===== config.mk =====
export PLATFORM = sky130hd
export DESIGN_NAME = disp_link_rx
export DESIGN_NICKNAME = d
export VERILOG_FILES = /design/src/rtl/disp_link_pkg.sv /design/src/rtl/link_sync.sv /design/src/rtl/link_seq.sv /design/src/rtl/disp_link_rx.sv
export SDC_FILE = /design/constraint.sdc
export NUM_CORES = 1
export LEC_CHECK = 0
export CAP_MARGIN = 20
export CORE_MARGIN = 1.5
export CORE_UTILIZATION = 55
export CTS_BUF_LIST = sky130_fd_sc_hd__clkbuf_16
export DETAILED_ROUTE_END_ITERATION = 12
export PLACE_DENSITY = 0.81
export SETUP_SLACK_MARGIN = 0.4
export SLEW_MARGIN = 20
export SYNTH_ARGS = -nofsm -noshare
export SYNTH_HDL_FRONTEND = slang
export SYNTH_SLANG_ARGS = --single-unit

===== constraint.sdc =====
create_clock -name clk -period 2.2 [get_ports clk]
set_clock_uncertainty 0.15 [all_clocks]
set_input_delay 0.44 -clock clk [delete_from_list [all_inputs] [get_ports clk]]
set_output_delay 0.44 -clock clk [all_outputs]
set_load 0.005 [all_outputs]

===== src/rtl/disp_link_pkg.sv =====
package disp_link_pkg;

    // Stage encoding; the order of these stages is the link protocol
    typedef enum logic [2:0] {
        ST_INIT   = 3'd0,
        ST_COUNT  = 3'd1,
        ST_VALRST = 3'd2,
        ST_WRITE  = 3'd3,
        ST_HOLD   = 3'd4
    } link_stage_e;

    // Lane positions of the two incoming control lines
    localparam int LANE_STB = 0;
    localparam int LANE_RST = 1;
    localparam int N_LANES  = 2;

endpackage


===== src/rtl/link_sync.sv =====
module link_sync #(
    parameter int STAGES = 2
) (
    input  logic clk,
    input  logic rst_n,
    input  logic din,
    output logic level,
    output logic rise,
    output logic fall
);
    // Synchroniser flops plus one history flop for edge detection
    localparam int DEPTH = STAGES + 1;

    logic [DEPTH-1:0] sh_d, sh_q;

    always_comb begin
        sh_d = {sh_q[DEPTH-2:0], din};
    end

    always_ff @(posedge clk) begin
        if (!rst_n) sh_q <= '0;
        else        sh_q <= sh_d;
    end

    assign level = sh_q[STAGES-1];
    assign rise  =  sh_q[STAGES-1] & ~sh_q[STAGES];
    assign fall  = ~sh_q[STAGES-1] &  sh_q[STAGES];

endmodule


===== src/rtl/link_seq.sv =====
module link_seq
    import disp_link_pkg::*;
#(
    parameter int CODE_W = 8
) (
    input  logic              clk,
    input  logic              rst_n,
    input  logic              stb_lvl,
    input  logic              stb_rise,
    input  logic              stb_fall,
    input  logic              rst_lvl,
    input  logic              rst_rise,
    input  logic              rst_fall,
    output logic              wr_valid,
    output logic [CODE_W-1:0] wr_code
);
    localparam logic [CODE_W-1:0] ONE = CODE_W'(1);

    typedef struct packed {
        link_stage_e       stage;
        logic [CODE_W-1:0] cnt;
        logic [CODE_W-1:0] hold;
        logic              wr_valid;
        logic [CODE_W-1:0] wr_code;
    } seq_st_t;

    seq_st_t st_d, st_q;

    always_comb begin
        st_d          = st_q;
        st_d.wr_valid = 1'b0;
        if (rst_fall) begin
            // Return to initial from anywhere and clear all receiver state
            st_d.stage = ST_INIT;
            st_d.cnt   = '0;
            st_d.hold  = '0;
        end else begin
            case (st_q.stage)
                ST_INIT: begin
                    if (stb_fall && !rst_lvl) begin
                        st_d.stage = ST_COUNT;
                        st_d.cnt   = ONE;
                    end
                end
                ST_COUNT: begin
                    if (stb_rise) st_d.hold = st_q.cnt;
                    if (rst_rise) begin
                        st_d.stage = ST_VALRST;
                        st_d.cnt   = '0;
                    end else if (stb_fall) begin
                        st_d.cnt = st_q.cnt + ONE;
                    end
                end
                ST_VALRST: begin
                    if (stb_fall && rst_lvl) begin
                        st_d.stage    = ST_WRITE;
                        st_d.wr_valid = 1'b1;
                        st_d.wr_code  = st_q.hold;
                    end
                end
                ST_WRITE: begin
                    if (stb_rise && stb_lvl) st_d.stage = ST_HOLD;
                end
                ST_HOLD: begin
                    st_d.stage = ST_HOLD;
                end
                default: st_d.stage = ST_INIT;
            endcase
        end
    end

    always_ff @(posedge clk) begin
        if (!rst_n) begin
            st_q.stage    <= ST_INIT;
            st_q.cnt      <= '0;
            st_q.hold     <= '0;
            st_q.wr_valid <= 1'b0;
            st_q.wr_code  <= '0;
        end else begin
            st_q <= st_d;
        end
    end

    assign wr_valid = st_q.wr_valid;
    assign wr_code  = st_q.wr_code;

    assert_clear_on_rst_fall_R3: assert property (@(posedge clk) disable iff (!rst_n)
        rst_fall |=> (st_q.stage == ST_INIT && st_q.cnt == '0 && st_q.hold == '0));

    assert_count_step_R4: assert property (@(posedge clk) disable iff (!rst_n)
        (st_q.stage == ST_COUNT && stb_fall && !rst_fall && !rst_rise)
        |=> st_q.cnt == $past(st_q.cnt) + ONE);

    assert_latch_count_R5: assert property (@(posedge clk) disable iff (!rst_n)
        (st_q.stage == ST_COUNT && stb_rise && !rst_fall) |=> st_q.hold == $past(st_q.cnt));

    assert_enter_valrst_R6: assert property (@(posedge clk) disable iff (!rst_n)
        (st_q.stage == ST_COUNT && rst_rise && !rst_fall)
        |=> (st_q.stage == ST_VALRST && st_q.cnt == '0));

    assert_single_pulse_R7: assert property (@(posedge clk) disable iff (!rst_n)
        st_q.wr_valid |=> !st_q.wr_valid);

    assert_write_carries_hold_R7: assert property (@(posedge clk) disable iff (!rst_n)
        st_q.wr_valid |-> (st_q.wr_code == $past(st_q.hold) && st_q.stage == ST_WRITE));

    assert_hold_frozen_R9: assert property (@(posedge clk) disable iff (!rst_n)
        (st_q.stage != ST_COUNT && !rst_fall) |=> $stable(st_q.hold));

endmodule


===== src/rtl/disp_link_rx.sv =====
module disp_link_rx
    import disp_link_pkg::*;
#(
    parameter int CODE_W      = 8,
    parameter int SYNC_STAGES = 2
) (
    input  logic              clk,
    input  logic              rst_n,
    input  logic              strobe_in,
    input  logic              reset_in,
    output logic              sense_out,
    output logic              wr_valid,
    output logic [CODE_W-1:0] wr_code
);
    logic [N_LANES-1:0] lane_in, lane_lvl, lane_rise, lane_fall;

    assign lane_in[LANE_STB] = strobe_in;
    assign lane_in[LANE_RST] = reset_in;

    for (genvar g = 0; g < N_LANES; g++) begin : g_lane
        link_sync #(.STAGES(SYNC_STAGES)) u_sync (
            .clk   (clk),
            .rst_n (rst_n),
            .din   (lane_in[g]),
            .level (lane_lvl[g]),
            .rise  (lane_rise[g]),
            .fall  (lane_fall[g])
        );
    end

    link_seq #(.CODE_W(CODE_W)) u_seq (
        .clk      (clk),
        .rst_n    (rst_n),
        .stb_lvl  (lane_lvl[LANE_STB]),
        .stb_rise (lane_rise[LANE_STB]),
        .stb_fall (lane_fall[LANE_STB]),
        .rst_lvl  (lane_lvl[LANE_RST]),
        .rst_rise (lane_rise[LANE_RST]),
        .rst_fall (lane_fall[LANE_RST]),
        .wr_valid (wr_valid),
        .wr_code  (wr_code)
    );

    // Sense line mirrors the raw strobe, inverted, with no clocking
    assign sense_out = ~strobe_in;

endmodule


=== Word level (Yosys, flattened, before mapping) ===
Cells that the tools add are included.

* Input port bits: 4
* Register bits after elaboration: 34
* Output and inout bits: 10
* Word-level logic and storage cells: 50

* Mux-type cells: 9
* Reductions and logical operators: 12
* Bitwise logic cells: 12
* Add/subtract/negate cells: 1
* Equal/unequal tests: 9

{| class="wikitable"
|+ Operators with widths
! operator !! number
|-
| two-way mux 8 bit || 2
|-
| case mux 8 bit (2 select lines) || 1
|-
| case mux 3 bit (5 select lines) || 1
|-
| two-way mux 11 bit || 1
|-
| two-way mux 3 bit || 3
|-
| two-way mux 9 bit || 1
|-
| adder 8 x 1 -> 8 bit (second input constant) || 1
|-
| NOT 1 bit || 8
|-
| == test 3 x 2 -> 1 bit (second input constant) || 2
|-
| inequality test 2 x 1 -> 1 bit (second input constant) || 3
|-
| AND reduction 3 bit || 2
|-
| bitwise AND 1 bit || 4
|-
| AND reduction 4 bit || 1
|-
| == test 3 x 1 -> 1 bit (second input constant) || 1
|-
| == test 3 bit (second input constant) || 1
|-
| logical AND 1 bit || 3
|-
| zero test 3 bit || 1
|-
| inequality test 3 x 2 -> 1 bit (second input constant) || 1
|-
| OR reduction 3 bit || 1
|-
| inequality test 2 bit (second input constant) || 1
|-
| AND reduction 2 bit || 1
|-
| nonzero test 2 bit || 1
|-
| OR reduction 2 bit || 1
|-
| zero test 1 bit || 1
|}

=== Longest topological paths before layout ===
* Word-level depth: 5
* Depth in mapped cells: 6
* Depth with buffers taken out: 5

=== Modules after synthesis ===
From an unflattened synthesis, not the netlist that was laid out.

* Cell total of the unflattened synthesis: 165
* Area, all modules: 1503.9 µm²

{| class="wikitable"
|+ By module, submodules not included
! module !! area each (µm²) !! seq. area each (µm²) !! times used !! cells an instance
|-
| link_seq || 1317.5 || 560.5 || 1 || 148
|-
| link_sync || 91.3 || 60.1 || 2 || 8
|-
| disp_link_rx || 3.8 || 0.0 || 1 || 1
|}

=== Least setup slack after synthesis ===
Ideal clock, no wire load.

* Path kind: register to register
* Start point: register u_seq.st_q[26] (netlist bit)
* End point: register u_seq.st_q[18] (netlist bit)
* Cell stages (with the launch flop): 5
* Library setup time: 0.071 ns
* Period minus slack after synthesis: 1.634 ns
* Required time: 1.979 ns
* Path slack: 0.566 ns
* Buffers on the path: 1
* Arrival: 1.413 ns
* Cell sequence: dfxtp_1 > buf_6 > or3b_4 > or4b_1 > a21oi_1

* Longest elaborated chain between the ends: 3
* Elaborated cells on any way between the ends: 7
* Those cells by class: eq/ne (3); mux (1); reduce/logical (3)

{| class="wikitable"
|+ RTL lines
! what !! RTL line !! source
|-
| start: declaration || link_seq.sv:27 || <nowiki>seq_st_t st_d, st_q;</nowiki>
|-
| start signal: assignment || link_seq.sv:80 || <nowiki>st_q <= st_d;</nowiki>
|-
| == test 3 x 1 -> 1 bit / zero test 3 bit (equally long branches) || link_seq.sv:38 || <nowiki>case (st_q.stage)</nowiki>
|-
| inequality test 3 x 2 -> 1 bit (no source line), or another cell as far along || -- ||
|-
| AND reduction 3 bit (no source line) || -- ||
|}

Several ways; a longest one is shown, not always the timed one.
A chain may end at the register's enable or synchronous reset.

=== Worst setup path in the final report ===
* Start point: register u_seq.st_q[25] (netlist bit)
* End point: register u_seq.st_q[18] (netlist bit)

The elaborated chain is that of the path after synthesis.

==> results_tabular.tex <==
\begin{tabular}{lr}
\hline
Metric & Value \\
\hline
\multicolumn{2}{l}{\textbf{Clocking}} \\
\quad Clk slew on worst S/H paths & 0.05 ns \\
\quad TritonCTS clock tree & yes \\
\quad Root buffer selected by CTS & sky130\_fd\_sc\_hd\_\_clkbuf\_16 \\
\quad Number of buffers inserted for hold repair after clock tree synthesis & 0 \\
\quad CTS sink count & 34 \\
\quad Maximum buffer depth of the clock tree & 2 \\
\quad Worst-skew pair later-pin latency & 0.28 ns \\
\quad TritonCTS buffer count & 5 \\
\quad Post CTS Setup Buffer Count & 0 \\
\quad Number of levels the H-tree was split into & 2 \\
\multicolumn{2}{l}{\textbf{Timing}} \\
\quad Final critical-path required period & 1.78 ns \\
\quad Final setup violation count & 0 \\
\quad Final sum of negative setup slack & 0 ns \\
\quad Period utilisation layout & roughly four fifths \\
\quad Total count of hold-check failures in the final report & 0 \\
\quad Maximum operating frequency & 561 MHz \\
\quad Rel. slew slack & a little under three quarters \\
\quad Unrepaired setup endpoints after global routing & true \\
\quad Final max-slew violation count & 0 \\
\quad Slew at the pin closest to its max-slew limit & 0.426 ns \\
\quad Crit path setup slack, layout & 0.418 ns \\
\multicolumn{2}{l}{\textbf{Setup path}} \\
\quad Count of buffer and inverter cells on the critical path & 0 \\
\quad Cell with the largest stage delay on the worst path & sky130\_fd\_sc\_hd\_\_or4b\_1 \\
\quad Largest fanout on the critical path & 13 \\
\quad Kind of capture point of the worst setup path & flop \\
\quad Largest stage delay on the critical path & about 0.51 ns \\
\quad Data required, critical path & 2.26 ns \\
\quad Startpoint kind of the worst setup timing path & flop \\
\quad Worst setup path startpoint & u\_seq.st\_q[25] \\
\quad CP Data Arrival Time & 1.84 ns \\
\quad Startpoint-to-endpoint class of the critical path & reg2reg \\
\quad FF-to-FF Start & u\_seq.st\_q[25] \\
\quad Top Family by Delay on Critical Path & simple AND/OR/NAND/NOR gates \\
\quad Critical-path cell list & or3b\_4, or4b\_1, a21oi\_1 \\
\multicolumn{2}{l}{\textbf{Worst hold path}} \\
\quad Launch point of the worst hold path & strobe\_in \\
\quad Worst hold-check path type & in2reg \\
\multicolumn{2}{l}{\textbf{Global route}} \\
\quad Wire length of the first global-routing pass & 4150 um \\
\quad Maximum number of pins on one net before global-route repair & 14 \\
\quad Total GRT Usage & between 20\% and 30\% \\
\quad Number of antenna violations at the first check in global routing & 0 \\
\quad Via count of the first global-routing pass & approximately 1000 \\
\quad Overflow after GRT & 0 \\
\multicolumn{2}{l}{\textbf{Cells and area}} \\
\quad Fraction of final layout cells with drive strength greater than 1 & 11.2\% \\
\quad Area used by sequential logic in the layout & between 600 and 700 sq um \\
\quad Area added between synthesis and finish & 20.4\% \\
\quad Layout filler cell count & between 150 and 200 \\
\quad Net count of the finished layout & 173 \\
\quad Footprint of the multi-input gates & 704 sq um \\
\quad Highest-count cells in the layout ignoring fill and taps & sky130\_fd\_sc\_hd\_\_dfxtp\_1, sky130\_fd\_sc\_hd\_\_mux2i\_1, sky130\_fd\_sc\_hd\_\_nor2\_1, sky130\_fd\_sc\_hd\_\_nor2b\_1, sky130\_fd\_sc\_hd\_\_clkdlybuf4s50\_1 \\
\quad Most common cell after layout, fill and taps aside & sky130\_fd\_sc\_hd\_\_dfxtp\_1 \\
\quad Antenna diodes & 0 \\
\multicolumn{2}{l}{\textbf{Routing}} \\
\quad DRC violations left & 0 \\
\quad Via density per instance & 5.65 \\
\quad Starting DRC count in detailed routing & 16 \\
\quad Routed wire length per instance & 13.0 um \\
\quad Final Routed Wirelength & between 2000 and 3000 um \\
\quad Routed vias & 1125 \\
\quad Routed Antenna Nets & 0 \\
\quad Count of TritonRoute iterations in the first routing pass & 4 \\
\multicolumn{2}{l}{\textbf{Yosys}} \\
\quad Sequential-to-total area share from yosys stat & 46.0\% \\
\quad Synth Cell Area & 1480 sq um \\
\quad EDFF count, synth & 0 \\
\quad Synthesized instance count & 158 \\
\quad Synth Flop Type & sky130\_fd\_sc\_hd\_\_dfxtp\_1 \\
\quad Share of synthesized flip-flops with an asynchronous set or reset & 0\% \\
\quad Number of synthesized register bits & 34 \\
\quad Synth unique cells & 37 \\
\quad Average cell area after synthesis & 9.37 sq um \\
\quad Synthesized net count & approximately 160 \\
\quad Count of warnings emitted by yosys & 0 \\
\multicolumn{2}{l}{\textbf{Floorplanning}} \\
\quad Initial cell density of the core & 58.7\% \\
\quad Total Die Area & 3010 sq um \\
\quad I/O Pins & 14 \\
\quad Chip height & between 50 and 60 um \\
\quad Total number of placement rows & 18 \\
\quad Floorplan core area & 2520 sq um \\
\quad Horizontal extent of the die & 54.9 um \\
\multicolumn{2}{l}{\textbf{Run status}} \\
\quad Run status & complete, no violations \\
\multicolumn{2}{l}{\textbf{Power}} \\
\quad Worst ir drop on vdd & 1.12 mV \\
\quad Clock share of power & 53.2\% \\
\quad Internal power & 1170 uW \\
\quad Net Sw Power & 272 uW \\
\quad Relative contribution of sequential cells to total power & a little over two fifths \\
\quad Post-layout power & 1440 uW \\
\quad Sw frac & 18.8\% \\
\quad Combinational group share of total power & 3.3\% \\
\quad Total power density per cell area & 811 nW/um\^{}2 \\
\quad Lkg Pwr & 0.000741 uW \\
\multicolumn{2}{l}{\textbf{Run}} \\
\quad MaxCap Viol Count & 0 \\
\multicolumn{2}{l}{\textbf{Place}} \\
\quad GP Congestion & 0.877 \\
\quad Buffers added on ports & 13 \\
\quad Post-Place Worst Slack & 0.207 ns \\
\quad HPWL after detailed placement & around 1800 um \\
\hline
\end{tabular}
[cell usage after synthesis (2+ instances only)]
| cell | count | area (sq um) |
|---|---|---|
| sky130_fd_sc_hd__nand4b_1 | 2 | 17.5 |
| sky130_fd_sc_hd__nor2b_1 | 11 | 68.8 |
| sky130_fd_sc_hd__o21ai_1 | 3 | 15.0 |
| sky130_fd_sc_hd__inv_1 | 6 | 22.5 |
| sky130_fd_sc_hd__nand2_1 | 2 | 7.51 |
| sky130_fd_sc_hd__nor2_1 | 17 | 63.8 |
| sky130_fd_sc_hd__and2_1 | 6 | 37.5 |
| sky130_fd_sc_hd__a21oi_1 | 9 | 45.0 |
| sky130_fd_sc_hd__buf_4 | 8 | 60.1 |
| sky130_fd_sc_hd__o21ai_0 | 4 | 20.0 |
| sky130_fd_sc_hd__clkbuf_1 | 3 | 11.3 |
| sky130_fd_sc_hd__buf_2 | 3 | 15.0 |
| sky130_fd_sc_hd__nand4_1 | 3 | 18.8 |
| sky130_fd_sc_hd__mux2i_1 | 16 | 160 |
| sky130_fd_sc_hd__or3_1 | 3 | 18.8 |
| sky130_fd_sc_hd__nand3_1 | 4 | 20.0 |
| sky130_fd_sc_hd__dfxtp_1 | 34 | 681 |
| sky130_fd_sc_hd__a211oi_1 | 3 | 22.5 |
| sky130_fd_sc_hd__nor3_1 | 3 | 15.0 |
[sequential cells by signal, summed over array words and instances (netlist names)]
| name | flops |
|---|---|
| u_seq.wr_valid | 1 |
| u_seq.wr_code | 8 |
| g_lane.u_sync.sh_q | 6 |
| u_seq.st_q | 19 |
[worst paths after layout]
path	end	slack (ns)	depth (start not counted)
setup / recovery	u_seq.st_q[18]	0.42	3
hold / removal	g_lane[0].u_sync.sh_q[0]	0.27	2
setup reg to reg	u_seq.st_q[18]	0.42	3
hold reg to reg	g_lane[1].u_sync.sh_q[1]	0.29	1
[through the flow]
stage	utilization (%)	hold slack [ns]	instance area [sq um]	std cells
5_1_grt	70.6	0.294	1780	199
4_1_cts	69.5	0.292	1750	199
2_1_floorplan	-	0.262	1480	158
6_report	70.6	0.268	1780	199
3_5_place_dp	62.9	0.278	1590	191
3_3_place_gp	62.9	0.270	1590	191
[kinds of logic (layout without fill, tap and decap cells)]
logic type / Yosys count / after routing / share of synthesized area [%]
simple gates: 58 / 58 / 21.9
flops: 34 / 34 / 46.0
compound gates: 28 / 28 / 12.3
mux: 16 / 16 / 10.8
fa+ha+maj: 1 / 1 / 0.845
buf+inv: 21 / 32 / 8.11
[final cells by class]
cell class,instances,share of cell area (%)
flip-flops and latches,34,38.3
well taps,30,2.11
multi-input cells,103,39.5
inverters,6,1.26
repair buffers,18,9.48
clock inverters,3,2.25
clock buffers,5,7.02
[worst register-to-register path: stages, from the launching register on]
cell and delay, ns:
sky130_fd_sc_hd__dfxtp_2 0.46, sky130_fd_sc_hd__or3b_4 0.45, sky130_fd_sc_hd__or4b_1 0.51, sky130_fd_sc_hd__a21oi_1 0.15
[power by group through the flow]
stage	registers, uW	clock network, uW	logic (uW)
4_1_cts	628	780	45.5
3_5_place_dp	641	0	45.7
2_1_floorplan	637	0	31.2
6_report	629	768	47.1
5_1_grt	629	811	51.7
3_3_place_gp	641	0	44.6
[metal layers]
| layer | track usage (%) | up-vias | share of wire [%] | wire [um] |
|---|---|---|---|---|
| met5 | 0 | - | 0 | 0 |
| met3 | 9.02 | 8 | 4.2 | 108 |
| li1 | - | 567 | - | - |
| met2 | 32.7 | 21 | 47 | 1220 |
| met1 | 22.3 | 529 | 46 | 1190 |
| met4 | 12.5 | 0 | 2.4 | 63 |
[timing repair]
action | 4_1_cts | 5_1_grt
endpoints found under the hold margin | 0 | 0
endpoints found under the setup margin | 2 | 12
gates resized for setup | 3 | 6
Note: power is estimated with default switching activity, not from simulation.
